===== src/rtl/refmon.sv =====
module refmon #(
  parameter int NREF = 4,
  parameter int W    = 16,
  parameter int AW   = 4
) (
  input  logic            clk,
  input  logic            rst_n,
  input  logic [NREF-1:0] ref_in,
  input  logic            wr_en,
  input  logic [AW-1:0]   addr,
  input  logic [W-1:0]    wr_data,
  output logic [W-1:0]    rd_data,
  output logic [NREF-1:0] status
);
  localparam logic [AW-1:0] MASK_A = AW'(2*NREF);
  localparam logic [AW-1:0] STAT_A = AW'(2*NREF + 1);
  localparam logic [W-1:0]  CMAX   = {W{1'b1}};

  logic [NREF-1:0]        s1, s2, s3, rise, wr_lim, raw_q, armed_q;
  logic [NREF-1:0][W-1:0] lo_q, hi_q, cnt_q;
  logic [W-1:0]           mask_q;

  always_ff @(posedge clk) begin
    if (!rst_n) begin
      s1 <= '0;
      s2 <= '0;
      s3 <= '0;
      mask_q <= '0;
    end else begin
      s1 <= ref_in;
      s2 <= s1;
      s3 <= s2;
      if (wr_en && addr == MASK_A) mask_q <= wr_data;
    end
  end

  assign rise   = s2 & ~s3;
  assign status = raw_q & ~mask_q[NREF-1:0];

  for (genvar i = 0; i < NREF; i++) begin : g_mon
    logic [W-1:0] lo, hi, cnt;
    logic         raw, armed;
    logic         lo_hit, hi_hit;

    assign lo_hit    = wr_en && addr == AW'(i);
    assign hi_hit    = wr_en && addr == AW'(NREF + i);
    assign wr_lim[i] = lo_hit || hi_hit;

    always_ff @(posedge clk) begin
      if (!rst_n) begin
        lo    <= '0;
        hi    <= CMAX;
        cnt   <= '0;
        raw   <= 1'b0;
        armed <= 1'b0;
      end else begin
        if (lo_hit) lo <= wr_data;
        if (hi_hit) hi <= wr_data;
        if (wr_lim[i]) begin
          cnt   <= '0;
          raw   <= 1'b0;
          armed <= 1'b0;
        end else if (rise[i]) begin
          cnt   <= W'(1);
          armed <= 1'b1;
          if (armed) raw <= (cnt < lo) || (cnt > hi);
        end else begin
          if (cnt != CMAX) cnt <= cnt + W'(1);
          if (cnt > hi) raw <= 1'b1;
        end
      end
    end

    assign lo_q[i]    = lo;
    assign hi_q[i]    = hi;
    assign cnt_q[i]   = cnt;
    assign raw_q[i]   = raw;
    assign armed_q[i] = armed;
  end

  always_comb begin
    rd_data = '0;
    for (int i = 0; i < NREF; i++) begin
      if (addr == AW'(i))        rd_data = lo_q[i];
      if (addr == AW'(NREF + i)) rd_data = hi_q[i];
    end
    if (addr == MASK_A) rd_data = mask_q;
    if (addr == STAT_A) rd_data = W'(status);
  end
endmodule



===== config.mk =====
export PLATFORM = sky130hd
export DESIGN_NAME = refmon
export DESIGN_NICKNAME = d
export VERILOG_FILES = /design/src/rtl/refmon.sv
export SDC_FILE = /design/constraint.sdc
export NUM_CORES = 1
export LEC_CHECK = 0
export BUFFER_PORTS_ARGS = -buffer_cell sky130_fd_sc_hd__buf_2
export CORE_MARGIN = 2
export CORE_UTILIZATION = 38
export CTS_CLUSTER_DIAMETER = 40
export CTS_CLUSTER_SIZE = 20
export DETAILED_ROUTE_END_ITERATION = 10
export HOLD_SLACK_MARGIN = 0.06
export MAX_ROUTING_LAYER = met4
export PLACE_DENSITY = 0.6
export SYNTH_ARGS = -nofsm -noshare
export SYNTH_HDL_FRONTEND = slang
export SYNTH_SLANG_ARGS = --single-unit

===== constraint.sdc =====
create_clock -name clk -period 2 [get_ports clk]
set_input_delay 0.3 -clock clk [delete_from_list [all_inputs] [get_ports clk]]
set_output_delay 0.3 -clock clk [all_outputs]
set_load 0.01 [all_outputs]

* Word-level counts from Yosys, hierarchy flattened
Index checks and enable logic that the tools add are counted.
** Word-level totals
- Register bits after elaboration :: 228
- Word-level logic and storage cells :: 130
- Output and inout bits :: 20
- Bits of input ports :: 27
** Operators by class
- Add/sub/neg operators :: 4
- Multiplexer cells :: 30
- Order comparisons :: 8
- Bitwise logic cells :: 5
- Reduce and logical (&&, ||, !) cells :: 38
- Eq/ne operators :: 17
** Operator list (count)
- two-way mux 16 bit :: 10
- adder 16 x 1 -> 16 bit (second input constant) :: 4
- greater-than comparator 16 bit :: 4
- < comparator 16 bit :: 4
- inequality test 16 bit (second input constant) :: 4
- two-way mux 1 bit :: 20
- == test 4 x 3 -> 1 bit (second input constant) :: 4
- nonzero test 2 bit :: 8
- OR reduction 3 bit :: 4
- logical AND 1 bit :: 9
- bitwise AND 4 bit :: 2
- == test 4 x 2 -> 1 bit (second input constant) :: 2
- == test 4 bit (second input constant) :: 2
- logical OR 1 bit :: 8
- inequality test 2 x 1 -> 1 bit (second input constant) :: 4
- NOT 4 bit :: 2
- AND reduction 2 bit :: 4
- OR reduction 2 bit :: 4
- == test 4 x 1 -> 1 bit (second input constant) :: 1
- logical NOT 4 bit :: 1
- NOT 1 bit :: 1

* Depth between registers and ports, before layout
Gate-level depths: netlist (run 1).
- Depth in word-level cells :: 11
- Depth in mapped cells :: 9
- Gate-level depth less buffers :: 8

* Least setup slack after synthesis (run 1)
Ideal clock, no wire load.
- Path type :: in2out
- From :: in addr[1]
- To :: out rd_data[3]
- Buffers on the path :: 3
- Stages :: 8
- Required time :: 1.700 ns
- Slack :: 0.095 ns
- Arrival time :: 1.605 ns
- Path through :: buf_2 nand2b_1 buf_2 nor3_2 buf_2 a221oi_1 o221ai_1 a21oi_1
** On the way
- Cells in the longest elaborated chain, start to end :: 11
- Elaborated cells on any way between the ends :: 20
- Those cells by class :: eq/ne: 9; mux: 10; reduce/logical: 1
** RTL lines
- start, declared :: line 10 : input logic [AW-1:0] addr,
- logical NOT 4 bit :: line 84 : if (addr == AW'(i)) rd_data = lo_q[i];
- two-way mux 16 bit :: line 84
- two-way mux 16 bit :: line 85 : if (addr == AW'(NREF + i)) rd_data = hi_q[i];
- two-way mux 16 bit :: line 84
- two-way mux 16 bit :: line 85
- two-way mux 16 bit :: line 84
- two-way mux 16 bit :: line 85
- two-way mux 16 bit :: line 84
- two-way mux 16 bit :: line 85
- two-way mux 16 bit :: line 87 : if (addr == MASK_A) rd_data = mask_q;
- two-way mux 16 bit (*) :: line 88 : if (addr == STAT_A) rd_data = W'(status);
- end, declared :: line 12 : output logic [W-1:0] rd_data,
Mark *: on every way between the ends. The rest lies on a longest branch, timed or not.

* Final worst setup path (run 1)
- From :: reg g_mon[1].raw
- To :: out rd_data[1]
** On the way
- Cells in the longest elaborated chain, start to end :: 2
** RTL lines
- start, declared :: line 42 : logic raw, armed;
- start signal, assigned :: line 66 : if (armed) raw <= (cnt < lo) || (cnt > hi);
- bitwise AND 4 bit :: line 38 : assign status = raw_q & ~mask_q[NREF-1:0];
- two-way mux 16 bit :: line 88
Every way passes these cells.

==> impl_metrics.ini, run 1 <==
[timing]
rsz0062_at_grt = true
slew_headroom_pct = 63.4
slew_violations = 0
finalHoldViolCount = 0
fmax_ghz = 0.398
setup_viol_count_final = 16
fin_skew_ns = 0.0240
final_critical_path_setup_slack_ns = -0.515
worst_pin_slew_ns = 0.549
min_period_ns = 2.51
period_share_pct = 126

[global_routing]
grt_pass1_vias = 11700
grt_usage_pct = 25.8
grt-ovfl-total = 0
grt_pass1_wl_mm = 68.8
antenna_found_initial = 2
grt_max_degree = 82

[routing]
viasPerCell = 5.42
dr.first_iter.drc_count = 963
ant_nets = 0
wl_per_cell_um = 20.0
vias = 12200
wirelength_mm = 45.0
drt-pass1-iter-count = 8
route.detailed.drc = 0

[critical_path]
crit-reg2reg-launch = g_mon[2].hi[12]$_SDFFE_PN1P_
r2r_cells = 8
start_kind = flop
required_ns = 1.70
worstSetupEndpointType = output port
crit_type = reg2out
cp.arrival_ns = 2.21
regToRegEndpoint = g_mon[2].raw$_SDFFE_PP0P_
critical_path.max_fanout = 2
ff2ff_setup_slack_ns = 0.05

[hold_path]
hold_end = g_mon[2].hi[2]$_SDFFE_PN1P_
hold_path_class = in2reg
min_from = rst_n
hold_path_depth = 2

[floorplan]
die_w_um = 190
ios = 47
core_area_um2 = 33700
start_util_pct = 38.8
die_y_um = 190
num_rows = 67
dieArea_um2 = 35900

[synthesis]
yosys_most_used_dff = dfxtp_1
synth_nets = 1759
netlist_top_cells_area = dfxtp_1 (35%), ha_1 (12%), nand2_1 (8.1%)
yosysWarnings = 0
synthArstFlopShare_pct = 0
synth_top_area_share_pct = 34.9
synth-seq-cells = 228
synth-edff-count = 0
yosys.area.top_type = dfxtp_1
yosysUniqueCellTypes = 69
syn_inst = 1604
syn-cell-area_um2 = 13100
yosysSeqAreaShare_pct = 34.9
syn_avg_cell_area_um2 = 8.15

[cells_and_area]
fill_cells = 3254
layout_common_cells = nand2_1 (281), dfxtp_1 (206), buf_4 (139)
syn_to_final_growth_pct = 27.0
final_common_cell = nand2_1
layout-drive-gt1-share_pct = 21.0
fin_nets = 1919

[cts]
cts_tree = yes
clkTransAtPathRegs_ns = 0.06
cts_buffers = 42
clockBufferDepth = 3
clk_latency_ns = 0.58
clock-root-buffer = clkbuf_16
cts.sinks = 228
h-tree-depth = 2

[power_and_ir_drop]
p_leak_nw = 7.05
irDropWorstVdd_uv = 548
total_power_mw = 13.0
pwr_density_cell_nw_per_um2 = 781

[place]
portBuffers = 46
dpl_worst_slack_ns = -0.425
dp_hpwl_mm = 33.6
gp_congestion = 0.961

[outcome]
violations = setup timing
run_status = complete, but fails checks

[flow_run]
cap_viol_max_count = 0
[sequential cells by signal, summed over array words and instances, names as in the netlist]
| register | cells |
|---|---|
| s2 | 4 |
| g_mon.cnt | 64 |
| g_mon.lo | 64 |
| s1 | 4 |
| g_mon.raw | 4 |
| g_mon.armed | 4 |
| g_mon.hi | 64 |
| mask_q | 16 |
| s3 | 4 |
[per-layer routing]
| layer | GRT usage [%] | vias up | share of wire, % |
|---|---|---|---|
| met5 | - | - | 0 |
| met4 | 7.48 | 0 | 2.4 |
| met3 | 5.15 | 60 | 6.5 |
| met2 | 40.6 | 345 | 46 |
| met1 | 33.6 | 5767 | 45 |
| li1 | - | 6006 | - |
[how the worst max path moves through the flow]
stage                               from         end  slack [ns]  cells after the start
2_1_floorplan                    addr[1]  rd_data[3]         0.1                      8
3_3_place_gp                     addr[0]  rd_data[3]       -0.43                      8
3_5_place_dp                     addr[0]  rd_data[3]       -0.43                      8
4_1_cts        g_mon[1].raw$_SDFFE_PP0P_  rd_data[1]       -0.49                      6
5_1_grt        g_mon[1].raw$_SDFFE_PP0P_  rd_data[1]       -0.57                      6
6_report       g_mon[1].raw$_SDFFE_PP0P_  rd_data[1]       -0.51                      6
[metrics by stage]
stage               hold slack, ns  util [%]  setup TNS (ns)  instances  area [um^2]
finish                      0.0908      49.3           -3.45       2247        16600
floorplan                    0.412         -               0       1604        13100
detailed placement           0.423      43.7           -4.21       2164        14700
global placement             0.415      43.7           -4.15       2164        14700
CTS                         0.0833      48.7           -4.09       2244        16400
global route                0.0938      49.3           -4.42       2247        16600
[kinds of logic (layout without fill, tap and decap cells)]
| group | Yosys count | in the layout | synth area share [%] |
|---|---|---|---|
| AOI/OAI and AO/OA | 381 | 381 | 20.7 |
| xor gates and xnor gates | 39 | 39 | 2.61 |
| adders and majority gates | 128 | 128 | 12.2 |
| buffers and inverters | 218 | 411 | 6.67 |
| DFF | 228 | 228 | 34.9 |
| muxes | 14 | 14 | 1.10 |
| other | 0 | 2 | 0 |
| and+or+nand+nor | 596 | 596 | 21.8 |
[cell type report]
class	count	area (um^2)	share of cell area, %
timing repair buffer	200	1550	9.32
sequential	228	4600	27.7
clock buffer	54	1170	7.03
tap	448	561	3.38
multi-input combinational	1158	7970	48.0
inverter	134	503	3.03
antenna	2	5.00	0.0301
clock inverter	23	258	1.55
[power by group]
group | leakage, nW | internal [mW] | switching, mW | total (mW)
registers | 1.85 | 4.63 | 0.0809 | 4.71
clock network | 0.682 | 4.57 | 2.64 | 7.21
logic | 4.52 | 0.430 | 0.624 | 1.05
[worst max-delay path, stage by stage (launching register included)]
cell and delay [ns]:
dfxtp_4 0.38, nor2b_4 0.14, mux2_4 0.26, a222oi_1 0.29, buf_4 0.20, o211ai_1 0.18, buf_2 0.19
[synthesized netlist by cell type (24+ instances only)]
master,instances
dfxtp_1,228
a21boi_1,24
nand4_1,42
o211ai_1,68
o21ai_0,41
nor3_1,27
ha_1,128
a22oi_1,25
inv_1,134
nand3_1,41
nand2_1,284
a21boi_0,59
a21oi_1,51
nor2_1,92
clkbuf_1,50
buf_2,31
[timing repair]
item,in CTS,in global routing
endpoints found under the setup margin,17,18
pin swaps,25,18
endpoints found under the hold margin,4,0
gates cloned,0,0
hold buffers,4,0
buffers inserted,6,1
gates resized for setup,73,49
No activity file was read; power rests on OpenSTA's default activity.
==> inputs of run 2 (changes only) <==
- PLACE_DENSITY: 0.6 -> 0.62
- SKIP_CTS_REPAIR_TIMING: not set -> 1
- clock period: 2 -> 2.1 ns (I/O delays scaled with it)
==> run 2 against run 1 <==
Against the previous run:
- first-iteration DRC count is 11% lower
- via count is 0.88% higher
- the run still ends with setup timing left
- critical path type unchanged
- hold slack better by 0.051 ns
- register-to-register slack better by 0.02 ns
- die area stayed put
- clock skew is 0.00096 ns higher
- routed wire length is 1.9% lower
==> impl_metrics.ini, run 2 (synthesis gave the netlist of run 1 again) <==
[timing]
setup-tns-final_ns = -2.19
fin_skew_ns = 0.0250
fmax_ghz = 0.401
finalHoldViolCount = 0
slew_headroom_pct = 69.9
min_period_ns = 2.49
setup_viol_count_final = 12
slew_violations = 0
worst_pin_slew_ns = 0.449
period_share_pct = 119
hold_slack_ns = 0.141
rsz0062_at_grt = true
final_critical_path_setup_slack_ns = -0.391

[flow_run]
cap_viol_max_count = 0

[cells_and_area]
fill_cells = 3252
syn_to_final_growth_pct = 28.1
instances_no_fill = 2243
design_area_um2 = 16700
layout-drive-gt1-share_pct = 20.3
reg.largest.list = g_mon.cnt: 64 flops, g_mon.hi: 64 flops, g_mon.lo: 64 flops
fin_nets = 1916
layout_common_cells = nand2_1 (278), dfxtp_1 (214), inv_1 (131)
final_common_cell = nand2_1

[global_routing]
grt_util_met1_pct = 31.4
gr-usage-met2_pct = 39.5
grt_pass1_wl_mm = 67.4
grt-busiest-layer = met2
grt_max_degree = 90
grt_usage_pct = 25.0
grt-ovfl-total = 0
grt_util_met3_pct = 5.17
grt_pass1_vias = 11700
antenna_found_initial = 1

[floorplan]
core_area_um2 = 33700
die_w_um = 190
start_util_pct = 38.8
die_y_um = 190
ios = 47
dieArea_um2 = 35900
num_rows = 67

[critical_path]
crit-reg2reg-launch = g_mon[2].hi[9]$_SDFFE_PN1P_
startpoint = g_mon[2].raw$_SDFFE_PP0P_
cp_cell_sequence = nor2b_4 -> mux2_4 -> a222oi_1 -> buf_4 -> o211ai_1 -> buf_2
cpMaxStageDelayCell = dfxtp_4
required_ns = 1.78
cp.arrival_ns = 2.18
worstSetupEndpointType = output port
crit_type = reg2out
start_kind = flop
ff2ff_setup_slack_ns = 0.07
cp_slowest_stage_delay_ns = 0.37
critical_path.max_fanout = 2
r2r_cells = 8
regToRegEndpoint = g_mon[2].raw$_SDFFE_PP0P_

[routing]
drt-pass1-iter-count = 7
dr.first_iter.drc_count = 858
wirelength_mm = 44.1
vias = 12300
ant_nets = 0
route.detailed.drc = 0
wl_per_cell_um = 19.7
viasPerCell = 5.48

[hold_path]
hold_path_depth = 2
hold_path_class = in2reg
min_from = rst_n
hold_end = s1[2]$_SDFF_PN0_

[cts]
clockBufferDepth = 3
clk_latency_ns = 0.56
clkTransAtPathRegs_ns = 0.05
cts_buffers = 42
cts.sinks = 228
clock-root-buffer = clkbuf_16
h-tree-depth = 2
cts_tree = yes

[place]
gp_congestion = 0.973
dp_hpwl_mm = 32.9
portBuffers = 46
dp.cells = 2127
placed_area_um2 = 14500

[outcome]
run_status = complete, but fails checks
violations = setup timing

[power_and_ir_drop]
pwr-share-clk_pct = 55.5
irDropWorstVdd_uv = 562
p_leak_nw = 7.10
combPwrFrac_pct = 8.4
total_power_mw = 12.5
pwr_density_cell_nw_per_um2 = 744
power.share.switching_pct = 25.7
p_int_mw = 9.26
seqPwrFrac_pct = 36.1
switchingPower_mw = 3.20
==> run 2: final cells by class <==
class / instances / area (um^2) / area share, %
clock inverters: 29 / 320 / 1.91
repair buffers: 197 / 1630 / 9.76
diodes: 1 / 2.50 / 0.0149
inverters: 134 / 503 / 3.00
well taps: 448 / 561 / 3.35
multi-input cells: 1158 / 8020 / 47.9
flip-flops and latches: 228 / 4590 / 27.4
clock buffers: 48 / 1120 / 6.72
==> run 2: stage by stage <==
| stage | worst slack, ns | util [%] |
|---|---|---|
| 2_1_floorplan | 0.165 | - |
| 3_3_place_gp | -0.651 | 43.0 |
| 3_5_place_dp | -0.689 | 43.0 |
| 4_1_cts | -0.702 | 47.2 |
| 5_1_grt | -0.459 | 49.7 |
| 6_report | -0.391 | 49.7 |
==> run 2: power by group through the flow <==
stage                     combinational (mW)  sequential [mW]  clock (mW)
final                                   1.05             4.49        6.92
after global routing                    1.13             4.50        7.24
after CTS                              0.896             4.49        7.03
after detailed placement               0.892             4.58           0
after global placement                 0.882             4.58           0
after floorplan                        0.524             4.55           0
==> run 2: metal layers <==
layer,vias up,wire [um],share of wire (%)
li1,5981,-,-
met1,5835,19300,44
met4,0,1410,3.2
met2,367,20500,46
met3,102,2910,6.6
met5,-,0,0
==> run 2: worst max path at each step <==
stage / end / slack, ns
6_report: rd_data[2] / -0.39
5_1_grt: rd_data[2] / -0.46
4_1_cts: rd_data[3] / -0.70
3_5_place_dp: rd_data[3] / -0.69
3_3_place_gp: rd_data[3] / -0.65
2_1_floorplan: rd_data[3] / 0.17
==> run 2: critical path, delay by kind of cell, from the launching register on <==
kind / cells / cell delay [ns]
AO/OA/AOI/OAI: 2 / 0.48
buffers and inverters: 2 / 0.39
flip-flops: 1 / 0.37
multiplexers: 1 / 0.25
AND/OR/NAND/NOR: 1 / 0.13
==> inputs of run 3 (changes only) <==
- SETUP_SLACK_MARGIN: not set -> 0.1
==> run 3 against run 2 <==
Against the previous run:
- the flow still finishes with violations (setup timing)
- non-clock buffer count grew 5
- design area up 1.4%
- flip-flop and latch count unchanged
- clock skew is essentially flat
- final cell count increased by 0.22%
- combinational power is essentially flat
- die area did not move
- setup slack lost 0.023 ns
- hold slack gained 0.00077 ns
- global-route usage did not move
- critical path depth unchanged
- critical path type unchanged
- highest routed layer unchanged
==> impl_metrics.ini, run 3 (synthesis gave the netlist of run 1 again) <==
[cells_and_area]
fill_cells = 3223
reg.largest.list = g_mon.cnt: 64 flops, g_mon.hi: 64 flops, g_mon.lo: 64 flops
final_common_cell = nand2_1
syn_to_final_growth_pct = 29.9
fin_nets = 1921
layout-drive-gt1-share_pct = 22.2
layout_common_cells = nand2_1 (277), dfxtp_1 (202), inv_1 (131)
design_area_um2 = 17000

[global_routing]
antenna_found_initial = 1
grt_max_degree = 90
grt_pass1_wl_mm = 67.4
grt_pass1_vias = 11700
grt-ovfl-total = 0
grt_usage_pct = 25.0

[critical_path]
cp_slowest_stage_delay_ns = 0.37
critical_path.max_fanout = 2
worstSetupEndpointType = output port
required_ns = 1.78
cpMaxStageDelayCell = dfxtp_4
cp_cell_sequence = nor2b_4 -> mux2_4 -> a222oi_1 -> buf_4 -> o211ai_1 -> buf_2
start_kind = flop
cp.arrival_ns = 2.20
crit_type = reg2out

[timing]
slew_headroom_pct = 70.6
fmax_ghz = 0.398
hold_slack_ns = 0.142
setup_viol_count_final = 11
finalHoldViolCount = 0
rsz0062_at_grt = true
fin_skew_ns = 0.0254
slew_violations = 0
min_period_ns = 2.51
final_critical_path_setup_slack_ns = -0.414
period_share_pct = 120
worst_pin_slew_ns = 0.440

[cts]
cts_buffers = 42
h-tree-depth = 2
cts_tree = yes
cts.sinks = 228
clockBufferDepth = 3
clk_latency_ns = 0.56
clkTransAtPathRegs_ns = 0.05
clock-root-buffer = clkbuf_16

[floorplan]
core_area_um2 = 33700
dieArea_um2 = 35900
num_rows = 67
die_w_um = 190
start_util_pct = 38.8
die_y_um = 190
ios = 47

[place]
gp_congestion = 0.973
dp_hpwl_mm = 32.9
portBuffers = 46
placed_area_um2 = 14500

[routing]
wl_per_cell_um = 19.6
route.detailed.drc = 0
ant_nets = 0
wirelength_mm = 44.2
viasPerCell = 5.49
drt-pass1-iter-count = 5
vias = 12300
dr.first_iter.drc_count = 836

[hold_path]
hold_path_class = in2reg

[flow_run]
cap_viol_max_count = 0

[power_and_ir_drop]
pwr_density_cell_nw_per_um2 = 735
irDropWorstVdd_uv = 561
p_leak_nw = 7.18

[outcome]
run_status = complete, but fails checks
violations = setup timing
[run 3: changes by cell type in the layout (fill, tap and decap cells not counted), sizes merged]
| cell | before | now |
|---|---|---|
| clkbuf | 49 | 50 |
| buf | 192 | 196 |
[run 3: per-stage QoR]
step                power (mW)  std cells  util [%]  setup slack (ns)  TNS, ns
floorplan                 5.07       1604         -             0.165        0
global placement          5.46       2127      43.0            -0.651    -6.39
detailed placement        5.47       2127      43.0            -0.689    -6.34
CTS                       12.4       2204      47.2            -0.702    -7.50
global route              12.9       2248      50.4            -0.459    -2.63
finish                    12.5       2248      50.4            -0.414    -2.02
[run 3: layer usage]
layer	wire [um]	vias to the layer above	track usage, %
met4	1430	0	9.54
li1	-	6000	-
met1	19300	5872	31.4
met3	2900	104	5.17
met2	20500	368	39.5
met5	0	-	-
[run 3: final timing paths]
path                                             endpoint  slack, ns                         start  depth (start not counted)
worst max-delay path                           rd_data[2]      -0.41     g_mon[2].raw$_SDFFE_PP0P_                          6
worst min-delay path                     s1[2]$_SDFF_PN0_       0.14                         rst_n                          2
worst max register to register  g_mon[2].raw$_SDFFE_PP0P_       0.12  g_mon[2].hi[12]$_SDFFE_PN1P_                          8
worst min register to register           s2[1]$_SDFF_PN0_       0.43              s1[1]$_SDFF_PN0_                          1
[run 3: area by class of cell]
class / instances / area (um^2) / share of cell area (%)
Antenna cell: 1 / 2.50 / 0.0147
Clock inverter: 29 / 320 / 1.89
Multi-Input combinational cell: 1158 / 8160 / 48.0
Inverter: 134 / 503 / 2.96
Tap cell: 448 / 561 / 3.30
Timing Repair Buffer: 202 / 1710 / 10.1
Sequential cell: 228 / 4600 / 27.1
Clock buffer: 48 / 1120 / 6.62
[run 3: power by group]
| group | leakage [nW] | internal, mW | switching [mW] |
|---|---|---|---|
| Sequential | 1.85 | 4.41 | 0.0851 |
| Combinational | 4.64 | 0.464 | 0.610 |
| Clock | 0.691 | 4.40 | 2.52 |
| Total | 7.18 | 9.28 | 3.22 |
[run 3: critical path: cells and delay by family (launching register included)]
family	cells	cell delay, ns
AO/OA/AOI/OAI	2	0.50
buffers and inverters	2	0.40
flip-flops	1	0.37
multiplexers	1	0.25
AND/OR/NAND/NOR	1	0.13
